==> config.mk <==
export PLATFORM = sky130hd
export DESIGN_NAME = sdinit_cmd_issuer
export DESIGN_NICKNAME = d
export VERILOG_FILES = /design/src/rtl/sdinit_pkg.sv /design/src/rtl/sdinit_mode_reg.sv /design/src/rtl/sdinit_cmd_decode.sv /design/src/rtl/sdinit_recovery_timer.sv /design/src/rtl/sdinit_cmd_issuer.sv
export SDC_FILE = /design/constraint.sdc
export NUM_CORES = 1
export LEC_CHECK = 0
export BUFFER_PORTS_ARGS = -buffer_cell sky130_fd_sc_hd__buf_2
export CORE_ASPECT_RATIO = 2
export CORE_MARGIN = 1
export CORE_UTILIZATION = 45
export DETAILED_ROUTE_END_ITERATION = 16
export PLACE_DENSITY = 0.79
export SLEW_MARGIN = 10
export SYNTH_ARGS = -nofsm -noshare
export SYNTH_HDL_FRONTEND = slang
export SYNTH_HIERARCHICAL = 1
export SYNTH_SLANG_ARGS = --single-unit
export TNS_END_PERCENT = 20
==> constraint.sdc <==
create_clock -name clk -period 7 [get_ports clk]
set_clock_uncertainty 0.2 [all_clocks]
set_input_delay 0.7 -clock clk [delete_from_list [all_inputs] [get_ports clk]]
set_output_delay 0.7 -clock clk [all_outputs]
set_load 0.02 [all_outputs]
==> src/rtl/sdinit_pkg.sv <==
package sdinit_pkg;

    // Mode register values: software picks what the next access becomes.
    typedef enum logic [2:0] {
        MD_NORMAL = 3'd0,
        MD_NOP    = 3'd1,
        MD_PALL   = 3'd2,
        MD_LMR    = 3'd3,
        MD_REF    = 3'd4,
        MD_ELMR   = 3'd5,
        MD_DPD    = 3'd6,
        MD_RSVD   = 3'd7
    } mode_e;

    // SDR command pins, packed as {cs_n, ras_n, cas_n, we_n}.
    typedef enum logic [3:0] {
        CMD_LMR   = 4'b0000,
        CMD_REF   = 4'b0001,
        CMD_PALL  = 4'b0010,
        CMD_WRITE = 4'b0100,
        CMD_READ  = 4'b0101,
        CMD_DPD   = 4'b0110,
        CMD_NOP   = 4'b0111
    } cmd_e;

    // Address pin that selects "all banks" on a precharge.
    localparam int ALLBANK_BIT = 10;

endpackage

==> src/rtl/sdinit_mode_reg.sv <==
module sdinit_mode_reg
    import sdinit_pkg::*;
(
    input  logic       clk,
    input  logic       rst_n,
    input  logic       wr_en,
    input  logic [2:0] wr_val,
    input  logic       dpd_issue,
    output mode_e      mode,
    output logic       cke
);

    typedef struct packed {
        mode_e mode;
        logic  cke;
    } mreg_t;

    mreg_t s_d, s_q;

    always_comb begin
        s_d = s_q;
        if (wr_en) begin
            s_d.mode = mode_e'(wr_val);
        end
        // A power-down issue wins over a concurrent wake-up write.
        if (dpd_issue) begin
            s_d.cke = 1'b0;
        end else if (wr_en && (wr_val != MD_DPD)) begin
            s_d.cke = 1'b1;
        end
    end

    always_ff @(posedge clk or negedge rst_n) begin
        if (!rst_n) begin
            s_q <= '{mode: MD_NORMAL, cke: 1'b1};
        end else begin
            s_q <= s_d;
        end
    end

    assign mode = s_q.mode;
    assign cke  = s_q.cke;

    // mode only moves on a write
    p_mode_hold_r3: assert property (@(posedge clk) disable iff (!rst_n)
        !wr_en |=> $stable(s_q.mode));

    // a non-power-down write wakes the clock enable
    p_cke_wake_r10: assert property (@(posedge clk) disable iff (!rst_n)
        (wr_en && (wr_val != MD_DPD) && !dpd_issue) |=> s_q.cke);

endmodule

==> src/rtl/sdinit_cmd_decode.sv <==
module sdinit_cmd_decode
    import sdinit_pkg::*;
#(
    parameter int ADDR_W   = 13,
    parameter int BA_W     = 2,
    parameter int CNT_W    = 4,
    parameter int TRP_CYC  = 3,
    parameter int TRFC_CYC = 7
) (
    input  mode_e              mode,
    input  logic               acc_we,
    input  logic [BA_W-1:0]    acc_bank,
    input  logic [ADDR_W-1:0]  acc_addr,
    input  logic               pall_seen,
    input  logic [CNT_W-1:0]   tmrd,
    output cmd_e               cmd,
    output logic [ADDR_W-1:0]  addr,
    output logic [BA_W-1:0]    ba,
    output logic [CNT_W-1:0]   delay,
    output logic               blocked
);

    localparam logic [CNT_W-1:0] TRP_L  = CNT_W'(TRP_CYC);
    localparam logic [CNT_W-1:0] TRFC_L = CNT_W'(TRFC_CYC);

    // Address pattern for precharge-all: only the all-bank pin set.
    logic [ADDR_W-1:0] pall_addr;
    for (genvar g = 0; g < ADDR_W; g++) begin : g_pall_addr
        assign pall_addr[g] = (g == ALLBANK_BIT);
    end

    typedef struct packed {
        cmd_e              cmd;
        logic [ADDR_W-1:0] addr;
        logic [BA_W-1:0]   ba;
        logic [CNT_W-1:0]  delay;
        logic              blocked;
    } dec_t;

    dec_t dec;

    always_comb begin
        dec = '{cmd: CMD_NOP, addr: '0, ba: '0, delay: '0, blocked: 1'b0};
        unique case (mode)
            MD_NORMAL: begin
                dec.cmd  = acc_we ? CMD_WRITE : CMD_READ;
                dec.addr = acc_addr;
                dec.ba   = acc_bank;
            end
            MD_PALL: begin
                dec.cmd   = CMD_PALL;
                dec.addr  = pall_addr;
                dec.delay = TRP_L;
            end
            MD_LMR: begin
                dec.cmd   = CMD_LMR;
                dec.addr  = acc_addr;
                dec.delay = tmrd;
            end
            MD_ELMR: begin
                dec.cmd   = CMD_LMR;
                dec.addr  = acc_addr;
                dec.ba    = acc_bank;
                dec.delay = tmrd;
            end
            MD_REF: begin
                if (pall_seen) begin
                    dec.cmd   = CMD_REF;
                    dec.delay = TRFC_L;
                end else begin
                    dec.blocked = 1'b1;
                end
            end
            MD_DPD: begin
                dec.cmd = CMD_DPD;
            end
            default: begin
                dec.cmd = CMD_NOP;
            end
        endcase
    end

    assign cmd     = dec.cmd;
    assign addr    = dec.addr;
    assign ba      = dec.ba;
    assign delay   = dec.delay;
    assign blocked = dec.blocked;

endmodule

==> src/rtl/sdinit_recovery_timer.sv <==
module sdinit_recovery_timer #(
    parameter int CNT_W = 4
) (
    input  logic             clk,
    input  logic             rst_n,
    input  logic             load,
    input  logic [CNT_W-1:0] load_val,
    output logic             busy
);

    typedef struct packed {
        logic [CNT_W-1:0] cnt;
    } tmr_t;

    tmr_t s_d, s_q;

    always_comb begin
        s_d = s_q;
        if (load) begin
            s_d.cnt = load_val;
        end else if (s_q.cnt != '0) begin
            s_d.cnt = s_q.cnt - 1'b1;
        end
    end

    always_ff @(posedge clk or negedge rst_n) begin
        if (!rst_n) begin
            s_q <= '{cnt: '0};
        end else begin
            s_q <= s_d;
        end
    end

    assign busy = (s_q.cnt != '0);

    // a running wait counts down by exactly one per cycle
    p_count_down_r6: assert property (@(posedge clk) disable iff (!rst_n)
        (s_q.cnt != '0) |=> (s_q.cnt == $past(s_q.cnt) - 1'b1));

    // no new wait is loaded while one is running
    p_no_reload_r11: assert property (@(posedge clk) disable iff (!rst_n)
        load |-> (s_q.cnt == '0));

endmodule

==> src/rtl/sdinit_cmd_issuer.sv <==
module sdinit_cmd_issuer
    import sdinit_pkg::*;
#(
    parameter int ADDR_W   = 13,
    parameter int BA_W     = 2,
    parameter int CNT_W    = 4,
    parameter int TRP_CYC  = 3,
    parameter int TRFC_CYC = 7
) (
    input  logic              clk,
    input  logic              rst_n,
    input  logic              mode_wr,
    input  logic [2:0]        mode_wdata,
    input  logic [CNT_W-1:0]  cfg_lmr_wait,
    input  logic              host_req,
    input  logic              host_we,
    input  logic [BA_W-1:0]   host_bank,
    input  logic [ADDR_W-1:0] host_addr,
    output logic              host_rdy,
    output logic              host_err,
    output logic              sd_cke,
    output logic              sd_cs_n,
    output logic              sd_ras_n,
    output logic              sd_cas_n,
    output logic              sd_we_n,
    output logic [ADDR_W-1:0] sd_addr,
    output logic [BA_W-1:0]   sd_ba
);

    mode_e             cur_mode;
    cmd_e              dec_cmd;
    logic [ADDR_W-1:0] dec_addr;
    logic [BA_W-1:0]   dec_ba;
    logic [CNT_W-1:0]  dec_delay;
    logic              dec_blocked;
    logic              busy;
    logic              acc;
    logic              dpd_issue;

    typedef struct packed {
        cmd_e              cmd;
        logic [ADDR_W-1:0] addr;
        logic [BA_W-1:0]   ba;
        logic              err;
        logic              pall_seen;
    } bus_t;

    bus_t s_d, s_q;

    assign host_rdy  = !busy;
    assign acc       = host_req && host_rdy;
    assign dpd_issue = acc && (dec_cmd == CMD_DPD);

    sdinit_mode_reg i_mode_reg (
        .clk       (clk),
        .rst_n     (rst_n),
        .wr_en     (mode_wr),
        .wr_val    (mode_wdata),
        .dpd_issue (dpd_issue),
        .mode      (cur_mode),
        .cke       (sd_cke)
    );

    sdinit_cmd_decode #(
        .ADDR_W   (ADDR_W),
        .BA_W     (BA_W),
        .CNT_W    (CNT_W),
        .TRP_CYC  (TRP_CYC),
        .TRFC_CYC (TRFC_CYC)
    ) i_decode (
        .mode      (cur_mode),
        .acc_we    (host_we),
        .acc_bank  (host_bank),
        .acc_addr  (host_addr),
        .pall_seen (s_q.pall_seen),
        .tmrd      (cfg_lmr_wait),
        .cmd       (dec_cmd),
        .addr      (dec_addr),
        .ba        (dec_ba),
        .delay     (dec_delay),
        .blocked   (dec_blocked)
    );

    sdinit_recovery_timer #(
        .CNT_W (CNT_W)
    ) i_timer (
        .clk      (clk),
        .rst_n    (rst_n),
        .load     (acc),
        .load_val (dec_delay),
        .busy     (busy)
    );

    always_comb begin
        s_d      = s_q;
        s_d.cmd  = CMD_NOP;
        s_d.addr = '0;
        s_d.ba   = '0;
        s_d.err  = 1'b0;
        if (acc) begin
            s_d.cmd  = dec_cmd;
            s_d.addr = dec_addr;
            s_d.ba   = dec_ba;
            s_d.err  = dec_blocked;
            if (dec_cmd == CMD_PALL) begin
                s_d.pall_seen = 1'b1;
            end else if (dec_cmd == CMD_DPD) begin
                s_d.pall_seen = 1'b0;
            end
        end
    end

    always_ff @(posedge clk or negedge rst_n) begin
        if (!rst_n) begin
            s_q <= '{cmd: CMD_NOP, addr: '0, ba: '0, err: 1'b0, pall_seen: 1'b0};
        end else begin
            s_q <= s_d;
        end
    end

    assign {sd_cs_n, sd_ras_n, sd_cas_n, sd_we_n} = s_q.cmd;
    assign sd_addr  = s_q.addr;
    assign sd_ba    = s_q.ba;
    assign host_err = s_q.err;

    // a non-idle command only follows an accepted access
    p_cmd_needs_access_r2: assert property (@(posedge clk) disable iff (!rst_n)
        (s_q.cmd != CMD_NOP) |-> $past(acc));

    // a stalled cycle is followed by an idle bus
    p_quiet_when_busy_r11: assert property (@(posedge clk) disable iff (!rst_n)
        !host_rdy |=> (s_q.cmd == CMD_NOP));

    // refresh only after a remembered precharge-all
    p_ref_after_pall_r4: assert property (@(posedge clk) disable iff (!rst_n)
        (s_q.cmd == CMD_REF) |-> $past(s_q.pall_seen));

    // a refused refresh leaves the bus idle
    p_err_on_nop_r4: assert property (@(posedge clk) disable iff (!rst_n)
        host_err |-> (s_q.cmd == CMD_NOP));

    // clock enable drops only alongside deep power-down
    p_cke_drop_r10: assert property (@(posedge clk) disable iff (!rst_n)
        $fell(sd_cke) |-> (s_q.cmd == CMD_DPD));

    // precharge-all always carries the all-bank pin
    p_pall_allbank_r7: assert property (@(posedge clk) disable iff (!rst_n)
        (s_q.cmd == CMD_PALL) |-> sd_addr[ALLBANK_BIT]);

endmodule

==> impl_metrics.json <==
{
  "numCtsBuffers": 5,
  "powerDensity_nw_per_um2": 278,
  "clk_pin_slew_ps": 60,
  "critPathKind": "reg -> out",
  "wl_per_cell_um": 11.8,
  "track_usage_pct": 15.3,
  "grt_pass1_wl_um": 4220,
  "critPathCaptureType": "output port",
  "grt_pass1_vias": 979,
  "post-cts-setup-buffers": 0,
  "row_count": 29,
  "period_minus_slack_ps": 2580,
  "p_comb_share_pct": 29.6,
  "slew_headroom_pct": 53.9,
  "cp_max_fo": 4,
  "fill_cells": 292,
  "ys_warn_count": 6,
  "drt_iter0_markers": 21,
  "cts-htree-levels": 2,
  "power_frac_seq_pct": 44.4,
  "tns_ps": 0,
  "p_leak_nw": 0.914,
  "cts_tree": "yes",
  "hp-class": "in -> async",
  "regArea_um2": 731,
  "cp.arrival_ps": 1680,
  "syn_avg_cell_area_um2": 10.3,
  "status": "finished, final reports clean",
  "hold_buffers": 0,
  "clk_path_buf_depth": 2,
  "via_per_inst": 4.80,
  "fmax_mhz": 387,
  "remaining_drc_errors": 0,
  "n_antenna_cell": 0,
  "ys_seq_area_share_pct": 48.1,
  "hold_ws_ps": 236,
  "vdd_drop_max_v": 0.000163,
  "die_height_um": 84.2,
  "place_area_um2": 1640,
  "synth_edf_count": 0,
  "ff2ff_setup_slack_ps": 4560,
  "r2r-start": "i_timer/s_q[0]$_DFFE_PN0P_",
  "synth_nets": 177,
  "rsz0062_at_grt": "no",
  "wirelength_um": 2500,
  "core_um2": 3190,
  "fp.dieArea_um2": 3630,
  "synth.distinct_cells": 35,
  "met3_usage_pct": 4.30,
  "synth_cells": 148,
  "fin_area_um2": 1730,
  "worstSkewPairLatency_ps": 270,
  "crit_required_ps": 6100,
  "die_x_um": 43.1,
  "cts_root_buf": "clkbuf_8",
  "p_sw_mw": 0.151,
  "numPortBuffers": 48,
  "maxSlewViolCount": 0,
  "vias": 1018,
  "clock_sinks": 29,
  "ys_async_sr_fraction_pct": 100,
  "clock_power_share_pct": 26.0,
  "antenna_found_initial": 0,
  "io_pins": 49,
  "hpwl_um": 1900,
  "dr.pass1.iters": 4,
  "swShare_pct": 31.6,
  "grt_max_degree": 30,
  "use_met2_pct": 27.1,
  "drv_cap": 0,
  "busiest_layer": "met2",
  "gp_congestion": 0.786,
  "detail-route-antenna-nets": 0,
  "multi_input_area_um2": 603,
  "netlist_area_um2": 1520,
  "layoutNonFillerInstCount": 212,
  "nNetsFinal": 209,
  "use_met1_pct": 15.6,
  "p_int_mw": 0.328,
  "postCtsResizedCells": 0,
  "fin_crit_sh_pct": 36.9,
  "rr_endpoint": "i_mode_reg/cke$_DFFE_PN1P_",
  "overflow": 0,
  "ys_ff_latch": 29,
  "dp_cells": 204,
  "synthToLayoutAreaGrowth_pct": 13.5,
  "finalPower_mw": 0.479,
  "drive_gt1_share_pct": 37.0,
  "setup_viol": 0,
  "worst_pin_slew_ps": 672,
  "finalHoldViolations": 0,
  "start_util_pct": 47.6,
  "ys.flop_type": "dfrtp_1",
  "worst_r2r_path_depth": 7,
  "startpoint_type": "flip-flop"
}
[synthesized netlist by cell type (2+ instances only)]
library cell / number / share of area (%)
mux2i_1: 4 / 2.6
dfrtp_1: 25 / 41
ha_1: 2 / 1.6
nand2b_1: 6 / 2.5
and2_1: 32 / 13
nor3_1: 4 / 1.3
nand2_1: 4 / 0.99
buf_2: 5 / 1.6
dfstp_2: 4 / 6.9
nor2_1: 4 / 0.99
a21oi_1: 5 / 1.6
mux2_2: 4 / 3.0
o21ai_0: 3 / 0.99
nor2b_1: 3 / 1.2
buf_4: 17 / 8.4
inv_1: 7 / 1.7
[state kept, by name, indices dropped and copies added (netlist names)]
signal and cells:
sd_we_n 1, sd_cas_n 1, i_mode_reg/cke 1, sd_addr 13, sd_ba 2, s_q 1
i_timer/s_q 4, sd_ras_n 1, host_err 1, sd_cs_n 1, i_mode_reg/mode 3
[metrics by stage]
| step | setup WS (ps) | utilization [%] |
|---|---|---|
| finish | 4420 | 54.0 |
| global placement | 4720 | 51.4 |
| CTS | 4410 | 54.0 |
| detailed placement | 4570 | 51.4 |
| floorplan | 4690 | - |
| global route | 4310 | 54.0 |
[worst max path at each step]
stage                                           from                         end  slack (ps)  depth (start not counted)
final                     i_timer/s_q[0]$_DFFE_PN0P_                    host_rdy        4420                          5
after CTS                 i_timer/s_q[0]$_DFFE_PN0P_                    host_rdy        4410                          5
after floorplan           i_timer/s_q[0]$_DFFE_PN0P_  i_timer/s_q[3]$_DFFE_PN0P_        4690                          9
after global routing      i_timer/s_q[0]$_DFFE_PN0P_                    host_rdy        4310                          5
after global placement    i_timer/s_q[0]$_DFFE_PN0P_  i_mode_reg/cke$_DFFE_PN1P_        4720                          7
after detailed placement  i_timer/s_q[0]$_DFFE_PN0P_  i_mode_reg/cke$_DFFE_PN1P_        4570                          7
[cell families after synthesis]
logic type / count (synthesis) / synth area share [%]
flip-flops: 29 / 48.1
multiplexers: 8 / 5.60
buffers and inverters: 31 / 12.3
other: 1 / 0.247
AO/OA/AOI/OAI: 14 / 5.60
XOR/XNOR: 2 / 1.15
adder cells (fa/ha/maj): 3 / 2.30
AND/OR/NAND/NOR: 60 / 24.8
[power groups by stage]
stage	combinational (mW)	clock, mW	sequential, mW
finish	0.142	0.124	0.213
global route	0.161	0.138	0.217
CTS	0.144	0.131	0.212
detailed placement	0.142	0	0.215
global placement	0.135	0	0.213
floorplan	0.117	0	0.212
[per-layer routing]
layer / vias up / wire (µm)
met4: 0 / 55
met1: 461 / 910
met5: - / 0
li1: 516 / -
met2: 35 / 1390
met3: 6 / 144
[critical path, cell delays in order, from the launching register on]
cell,delay [ps]
dfrtp_1,400
inv_1,100
ha_1,190
or3b_1,480
inv_1,80
buf_2,160
[cell usage in the layout, fill, tap and decap left out, drive strengths merged]
cell type and count:
nand2b 6, nand3 1, inv 8, a221o 1, dfstp 4, nor3 4, xnor2 1, buf 48
a21oi 5, xor2 1, nor2 4, and2 32, a221oi 1, or2b 1, o21a 1, o22ai 1
mux2i 4, nand2 4, o21ai 4, clkbuf 6, conb 1, nor2b 4, dfrtp 25, or3b 1
maj3 1, clkinv 2, nor3b 1, mux2 4, ha 2, nor4bb 1, and4bb 1, a22oi 1
[final cells by class]
type	count	share of cell area (%)
flip-flops and latches	29	42.3
multi-input cells	88	35.0
repair buffers	48	13.9
clock buffers	6	4.21
well taps	31	2.25
inverters	8	1.74
clock inverters	2	0.580
No activity file was read; power rests on OpenSTA's default activity.
